`config.mk`:
```
export PLATFORM = sky130hd
export DESIGN_NAME = agu_top
export DESIGN_NICKNAME = d
export VERILOG_FILES = /design/src/rtl/agu_pkg.sv /design/src/rtl/agu_decode.sv /design/src/rtl/agu_addr_calc.sv /design/src/rtl/agu_out_stage.sv /design/src/rtl/agu_top.sv
export SDC_FILE = /design/constraint.sdc
export NUM_CORES = 1
export LEC_CHECK = 0
export ABC_AREA = 1
export BUFFER_PORTS_ARGS = -buffer_cell sky130_fd_sc_hd__buf_2
export CAP_MARGIN = 10
export CELL_PAD_IN_SITES_DETAIL_PLACEMENT = 2
export CELL_PAD_IN_SITES_GLOBAL_PLACEMENT = 2
export CORE_ASPECT_RATIO = 0.7
export CORE_MARGIN = 2
export CORE_UTILIZATION = 25
export CTS_BUF_LIST = sky130_fd_sc_hd__clkbuf_4
export CTS_CLUSTER_SIZE = 14
export DETAILED_ROUTE_END_ITERATION = 16
export PLACE_DENSITY = 0.81
export SKIP_LAST_GASP = 1
export SYNTH_ARGS = -nofsm -noshare
export SYNTH_HDL_FRONTEND = slang
export SYNTH_HIERARCHICAL = 1
export SYNTH_SLANG_ARGS = --single-unit
```
`constraint.sdc`:
```
create_clock -name clk -period 3.5 [get_ports clk]
set_input_delay 0.7 -clock clk [delete_from_list [all_inputs] [get_ports clk]]
set_output_delay 0.7 -clock clk [all_outputs]
set_load 0.01 [all_outputs]
```
`src/rtl/agu_pkg.sv`:
```
package agu_pkg;

    typedef enum logic [2:0] {
        AM_LIT   = 3'd0,
        AM_REG   = 3'd1,
        AM_IND   = 3'd2,
        AM_OFS   = 3'd3,
        AM_PRE   = 3'd4,
        AM_POST  = 3'd5,
        AM_PCREL = 3'd6,
        AM_ABS   = 3'd7
    } agu_mode_e;

    typedef enum logic [1:0] {
        EA_NONE = 2'd0,
        EA_BASE = 2'd1,
        EA_SUM  = 2'd2,
        EA_ABS  = 2'd3
    } ea_src_e;

    typedef enum logic [1:0] {
        OPV_NONE = 2'd0,
        OPV_LIT  = 2'd1,
        OPV_BASE = 2'd2
    } opv_src_e;

    typedef struct packed {
        logic     mem;
        logic     is_lit;
        logic     wb_en;
        logic     use_pc;
        ea_src_e  ea_src;
        opv_src_e opv_src;
    } agu_ctl_t;

    // Mode-only control; index-dependent rules are applied by the decoder.
    function automatic agu_ctl_t mode_ctl(agu_mode_e m);
        agu_ctl_t c;
        c = '{mem: 1'b0, is_lit: 1'b0, wb_en: 1'b0, use_pc: 1'b0,
              ea_src: EA_NONE, opv_src: OPV_NONE};
        unique case (m)
            AM_LIT:   begin c.is_lit = 1'b1; c.opv_src = OPV_LIT; end
            AM_REG:   begin c.opv_src = OPV_BASE; end
            AM_IND:   begin c.mem = 1'b1; c.ea_src = EA_BASE; end
            AM_OFS:   begin c.mem = 1'b1; c.ea_src = EA_SUM; end
            AM_PRE:   begin c.mem = 1'b1; c.ea_src = EA_SUM;  c.wb_en = 1'b1; end
            AM_POST:  begin c.mem = 1'b1; c.ea_src = EA_BASE; c.wb_en = 1'b1; end
            AM_PCREL: begin c.mem = 1'b1; c.ea_src = EA_SUM;  c.use_pc = 1'b1; end
            AM_ABS:   begin c.mem = 1'b1; c.ea_src = EA_ABS; end
            default:  ;
        endcase
        return c;
    endfunction

    // True for the modes whose base register may be replaced by the PC.
    function automatic logic base_mode(agu_mode_e m);
        return (m == AM_IND) || (m == AM_OFS) || (m == AM_PRE) || (m == AM_POST);
    endfunction

endpackage

```
`src/rtl/agu_decode.sv`:
```
module agu_decode
    import agu_pkg::*;
#(
    parameter int REG_IDX_W = 4
) (
    input  logic [2:0]           mode,
    input  logic [REG_IDX_W-1:0] base_idx,
    output agu_ctl_t             ctl
);
    localparam logic [REG_IDX_W-1:0] PC_IDX = {REG_IDX_W{1'b1}};

    agu_mode_e mode_e;
    logic      idx_is_pc;

    always_comb begin
        mode_e    = agu_mode_e'(mode);
        idx_is_pc = (base_idx == PC_IDX);
        ctl       = mode_ctl(mode_e);
        if (base_mode(mode_e) && idx_is_pc) begin
            ctl.use_pc = 1'b1;
            ctl.wb_en  = 1'b0;
        end
    end

endmodule

```
`src/rtl/agu_addr_calc.sv`:
```
module agu_addr_calc
    import agu_pkg::*;
#(
    parameter int ADDR_W = 32,
    parameter int OFF_W  = 12
) (
    input  logic              use_pc,
    input  logic              wb_en,
    input  ea_src_e           ea_src,
    input  opv_src_e          opv_src,
    input  logic [ADDR_W-1:0] base_val,
    input  logic [ADDR_W-1:0] pc,
    input  logic [OFF_W-1:0]  imm,
    output logic [ADDR_W-1:0] ea,
    output logic [ADDR_W-1:0] opv,
    output logic [ADDR_W-1:0] wb_val
);
    localparam int EXT_W = ADDR_W - OFF_W;

    logic [ADDR_W-1:0] off_sx;
    logic [ADDR_W-1:0] off_zx;
    logic [ADDR_W-1:0] base_eff;
    logic [ADDR_W-1:0] sum;

    generate
        if (EXT_W > 0) begin : g_ext
            assign off_sx = {{EXT_W{imm[OFF_W-1]}}, imm};
            assign off_zx = {{EXT_W{1'b0}}, imm};
        end else begin : g_trunc
            assign off_sx = imm[ADDR_W-1:0];
            assign off_zx = imm[ADDR_W-1:0];
        end
    endgenerate

    always_comb begin
        base_eff = use_pc ? pc : base_val;
        sum      = base_eff + off_sx;   // modulo 2^ADDR_W
        unique case (ea_src)
            EA_BASE: ea = base_eff;
            EA_SUM:  ea = sum;
            EA_ABS:  ea = off_zx;
            default: ea = '0;
        endcase
        unique case (opv_src)
            OPV_LIT:  opv = off_sx;
            OPV_BASE: opv = base_val;
            default:  opv = '0;
        endcase
        wb_val = wb_en ? sum : '0;
    end

endmodule

```
`src/rtl/agu_out_stage.sv`:
```
module agu_out_stage #(
    parameter int ADDR_W    = 32,
    parameter int REG_IDX_W = 4
) (
    input  logic                 clk,
    input  logic                 rst,
    input  logic                 in_valid,
    input  logic                 out_ready,
    input  logic [ADDR_W-1:0]    d_ea,
    input  logic                 d_mem,
    input  logic                 d_is_lit,
    input  logic [ADDR_W-1:0]    d_opv,
    input  logic                 d_wb_en,
    input  logic [REG_IDX_W-1:0] d_wb_idx,
    input  logic [ADDR_W-1:0]    d_wb_val,
    output logic                 q_valid,
    output logic [ADDR_W-1:0]    q_ea,
    output logic                 q_mem,
    output logic                 q_is_lit,
    output logic [ADDR_W-1:0]    q_opv,
    output logic                 q_wb_en,
    output logic [REG_IDX_W-1:0] q_wb_idx,
    output logic [ADDR_W-1:0]    q_wb_val
);
    logic load;
    assign load = in_valid && out_ready;

    always_ff @(posedge clk) begin
        if (rst) begin
            q_valid  <= 1'b0;
            q_ea     <= '0;
            q_mem    <= 1'b0;
            q_is_lit <= 1'b0;
            q_opv    <= '0;
            q_wb_en  <= 1'b0;
            q_wb_idx <= '0;
            q_wb_val <= '0;
        end else begin
            if (out_ready) q_valid <= in_valid;
            if (load) begin
                q_ea     <= d_ea;
                q_mem    <= d_mem;
                q_is_lit <= d_is_lit;
                q_opv    <= d_opv;
                q_wb_en  <= d_wb_en;
                q_wb_idx <= d_wb_en ? d_wb_idx : '0;
                q_wb_val <= d_wb_val;
            end
        end
    end

    AST_HOLD_ON_STALL: assert property (@(posedge clk) disable iff (rst)
        !out_ready |=> $stable(q_valid) && $stable(q_ea) && $stable(q_wb_val));
    AST_VALID_TRACKS: assert property (@(posedge clk) disable iff (rst)
        out_ready |=> q_valid == $past(in_valid));

endmodule

```
`src/rtl/agu_top.sv`:
```
module agu_top
    import agu_pkg::*;
#(
    parameter int ADDR_W    = 32,
    parameter int OFF_W     = 12,
    parameter int REG_IDX_W = 4
) (
    input  logic                 clk,
    input  logic                 rst,
    input  logic                 in_valid,
    output logic                 in_ready,
    input  logic [2:0]           in_mode,
    input  logic [REG_IDX_W-1:0] in_base_idx,
    input  logic [ADDR_W-1:0]    in_base_val,
    input  logic [OFF_W-1:0]     in_imm,
    input  logic [ADDR_W-1:0]    in_pc,
    input  logic                 out_ready,
    output logic                 out_valid,
    output logic [ADDR_W-1:0]    out_ea,
    output logic                 out_mem_access,
    output logic                 out_operand_is_imm,
    output logic [ADDR_W-1:0]    out_operand_val,
    output logic                 out_wb_valid,
    output logic [REG_IDX_W-1:0] out_wb_idx,
    output logic [ADDR_W-1:0]    out_wb_val
);
    localparam logic [REG_IDX_W-1:0] PC_IDX = {REG_IDX_W{1'b1}};

    agu_ctl_t          ctl;
    logic [ADDR_W-1:0] c_ea;
    logic [ADDR_W-1:0] c_opv;
    logic [ADDR_W-1:0] c_wb_val;

    assign in_ready = out_ready;

    agu_decode #(.REG_IDX_W(REG_IDX_W)) u_dec (
        .mode     (in_mode),
        .base_idx (in_base_idx),
        .ctl      (ctl)
    );

    agu_addr_calc #(.ADDR_W(ADDR_W), .OFF_W(OFF_W)) u_calc (
        .use_pc   (ctl.use_pc),
        .wb_en    (ctl.wb_en),
        .ea_src   (ctl.ea_src),
        .opv_src  (ctl.opv_src),
        .base_val (in_base_val),
        .pc       (in_pc),
        .imm      (in_imm),
        .ea       (c_ea),
        .opv      (c_opv),
        .wb_val   (c_wb_val)
    );

    agu_out_stage #(.ADDR_W(ADDR_W), .REG_IDX_W(REG_IDX_W)) u_out (
        .clk      (clk),
        .rst      (rst),
        .in_valid (in_valid),
        .out_ready(out_ready),
        .d_ea     (c_ea),
        .d_mem    (ctl.mem),
        .d_is_lit (ctl.is_lit),
        .d_opv    (c_opv),
        .d_wb_en  (ctl.wb_en),
        .d_wb_idx (in_base_idx),
        .d_wb_val (c_wb_val),
        .q_valid  (out_valid),
        .q_ea     (out_ea),
        .q_mem    (out_mem_access),
        .q_is_lit (out_operand_is_imm),
        .q_opv    (out_operand_val),
        .q_wb_en  (out_wb_valid),
        .q_wb_idx (out_wb_idx),
        .q_wb_val (out_wb_val)
    );

    AST_WB_NOT_PC: assert property (@(posedge clk) disable iff (rst)
        out_wb_valid |-> out_wb_idx != PC_IDX);
    AST_WB_NEEDS_MEM: assert property (@(posedge clk) disable iff (rst)
        out_wb_valid |-> out_mem_access && !out_operand_is_imm);
    AST_LIT_NO_MEM: assert property (@(posedge clk) disable iff (rst)
        out_operand_is_imm |-> !out_mem_access && !out_wb_valid);
    AST_PRE_WB_EQ_EA: assert property (@(posedge clk) disable iff (rst)
        (in_valid && out_ready && in_mode == AM_PRE && in_base_idx != PC_IDX)
        |=> out_wb_valid && out_wb_val == out_ea);
    AST_POST_EA_BASE: assert property (@(posedge clk) disable iff (rst)
        (in_valid && out_ready && in_mode == AM_POST && in_base_idx != PC_IDX)
        |=> out_ea == $past(in_base_val));

endmodule

```
==> flow_summary.toml <==
[detailed_routing]
drt_wl_total_mm = 35.5
drc = 0
ant_nets = 0
routedWlPerCell_um = 17.8
met1_length_mm = 16.3
wl_met3_mm = 1.46
firstDrtPassIters = 4
drt_iter0_drc = 370
highest_layer = "met5"
wl_met2_mm = 17.2
num_vias = 9303
viasPerCell = 4.66

[sta]
finalSetupTns_ns = 0
rsz0062_at_grt = "no"
min_period_over_period_pct = 93.7
hold_violations = 0
slew_violations = 0
worst_slack_ns = 0.221
tightest_slew_ns = 0.887
setup_viol = 0
clock_skew_ns = 0
fin_hold_ws_ns = 0.251
clock.fmax_ghz = 0.305
timing.final.crit_period_ns = 3.28
max_slew_margin_pct = 40.8

[synthesis]
synth_common_cells = "448 x nand2_1, 268 x nor2_1, 133 x inv_1"
seq_area_frac_synth_pct = 27.3
synth-seq-cells = 104
async_flop_share_pct = 0
yosysMostFrequentCell = "nand2_1"
syn_inst = 1327
synth_area_um2 = 7620
synthFlopType = "dfxtp_1"
avgSynthCellArea_um2 = 5.74
yosys.area.top_type = "dfxtp_1"
yosysWarnings = 6
yosysTopAreaCellShare_pct = 27.3
synth_cell_type_count = 33
synth-edff-count = 0
synth.area.top_cells = "dfxtp_1 27%, nand2_1 22%, nor2_1 13%"
syn_nets = 1448

[cts]
clockRootBuffer = "clkbuf_4"
holdBufCountCts = 0
cts_max_level = 3
clock_path_buffers = 2
clk_pin_slew_worst_paths_ns = 0.17
tritoncts = "yes"
insertion_delay_ns = 0.62
cts_made_buffers = 9
numClockSinks = 104
cts_setup_buffers = 0

[layout]
final_area_um2 = 9730
final_cells = 1995
drive_above_1_share_pct = 21.8
fin_nets = 1693
area_delta_synth_final_pct = 27.7

[critical_path]
crit_type = "primary input to flip-flop"
crit_chain = "buf_2, nand2_1, nor2_1, buf_4, nand2_1, nand2_1, inv_1, buf_12, nand2_1, nand2_1, ha_1, fa_1, nand2_1, nand3_2, nand2_1, nand2_2, xnor2_2, buf_4, o21ai_1, o21ai_0, nor2_1"
worstSetupStartpointType = "primary input"
slowest_stage = "fa_1"
cp.required_ns = 4.04
cp_common_cell = "nand2_1"
cp_max_fo = 13
cpPeakStageDelay_ns = 0.44
critPathArrivalTime_ns = 3.82
cp-end-kind = "flip-flop"

[global_routing]
grtUsageTotal_pct = 22.6
grt_first_pass_wirelength_mm = 55.3
antenna_found_initial = 6
overflow = 0
grt_start_max_net_pins = 107
grt_pass1_vias = 10200

[placement]
io_buffers = 191
pre_cts_ws_ns = -0.457
dp_hpwl_mm = 28.5
gp_congestion = 0.888
post-place-cells = 1973
post_dp_cell_area_um2 = 9570

[power]
p_leak_nw = 5.30
power_density_nw_per_um2 = 356
ir_worst_vdd_uv = 159

[status]
status = "finished clean"

[flow_run]
maxCapViolations = 0

[min_path]
holdCritPathClass = "primary input to flip-flop"

[die]
die-area_um2 = 31900
die_w_um = 213
num_rows = 53
die_h_um = 150
start_util_pct = 25.4
coreArea_um2 = 30000
io_pins = 192
flip-flops by register name, indices dropped and copies added, names as in the netlist:
name            flops
u_out/q_is_lit      1
u_out/q_opv        32
u_out/q_ea         32
u_out/q_wb_idx      4
u_out/q_wb_en       1
u_out/q_mem         1
u_out/q_wb_val     32
u_out/q_valid       1
layout make-up:
cell class | count | area (µm²)
Antenna cell | 7 | 17.5
Sequential cell | 104 | 2080
Inverter | 136 | 512
Clock inverter | 6 | 60.1
Multi-Input combinational cell | 1026 | 4700
Timing Repair Buffer | 295 | 1770
Clock buffer | 9 | 67.6
Fill cell | 3891 | 20200
Tap cell | 412 | 515
layout by cell type (no fill, tap or decap), drive strengths merged, types with 9 or more instances in the layout:
| cell type | instances |
|---|---|
| nand3 | 47 |
| buf | 295 |
| dfxtp | 104 |
| clkbuf | 9 |
| o21ai | 106 |
| nand2 | 461 |
| inv | 135 |
| a21oi | 59 |
| ha | 33 |
| nor2 | 274 |
per-layer routing:
metal | vias up | GRT usage [%]
met5 | - | 0
met4 | 8 | 4.51
met3 | 46 | 5.35
li1 | 4590 | -
met1 | 4501 | 27.9
met2 | 158 | 40.0
timing repair:
item | CTS | global route
setup endpoints to repair | 0 | 3
endpoints found under the hold margin | 0 | 0
gates resized for setup | 0 | 3
worst max-delay path, delay by kind of cell:
| kind | cells | cell delay (ns) |
|---|---|---|
| AO/OA/AOI/OAI | 2 | 0.26 |
| XOR/XNOR | 1 | 0.29 |
| adder cells (fa/ha/maj) | 2 | 0.70 |
| buffers and inverters | 5 | 0.67 |
| AND/OR/NAND/NOR | 11 | 1.18 |
path summary, 6_finish.rpt:
check	from	end	slack, ns	cells past startpoint
worst max register to register	u_out/q_wb_idx[2]$_SDFFE_PP0P_	u_out/q_wb_idx[2]$_SDFFE_PP0P_	2.80	4
worst min-delay path	rst	u_out/q_valid$_SDFFE_PP0P_	0.25	2
worst min register to register	u_out/q_valid$_SDFFE_PP0P_	u_out/q_valid$_SDFFE_PP0P_	0.49	2
worst max-delay path	in_base_idx[0]	u_out/q_ea[14]$_SDFFE_PP0P_	0.22	21
where the power goes:
part | total [mW] | switching (mW) | internal, mW
clock network | 0.693 | 0.483 | 0.210
logic | 1.47 | 0.904 | 0.561
registers | 1.30 | 0.0419 | 1.26
total | 3.46 | 1.43 | 2.03
metrics by stage:
| stage | utilization [%] | power [mW] |
|---|---|---|
| 2_1_floorplan | - | 2.12 |
| 3_3_place_gp | 31.9 | 2.71 |
| 3_5_place_dp | 31.9 | 2.79 |
| 4_1_cts | 32.4 | 3.51 |
| 5_1_grt | 32.4 | 3.72 |
| 6_report | 32.5 | 3.46 |
kinds of logic (layout without fill, tap and decap cells):
kind of cell,Yosys count,count (layout),synth area share (%)
flip-flops,104,104,27.3
buffers and inverters,197,446,11.2
adder cells (fa/ha/maj),34,34,5.68
AND/OR/NAND/NOR,798,798,41.8
other,0,7,0
AO/OA/AOI/OAI,179,179,12.3
XOR/XNOR,15,15,1.72
(Power assumes the default switching activity.)
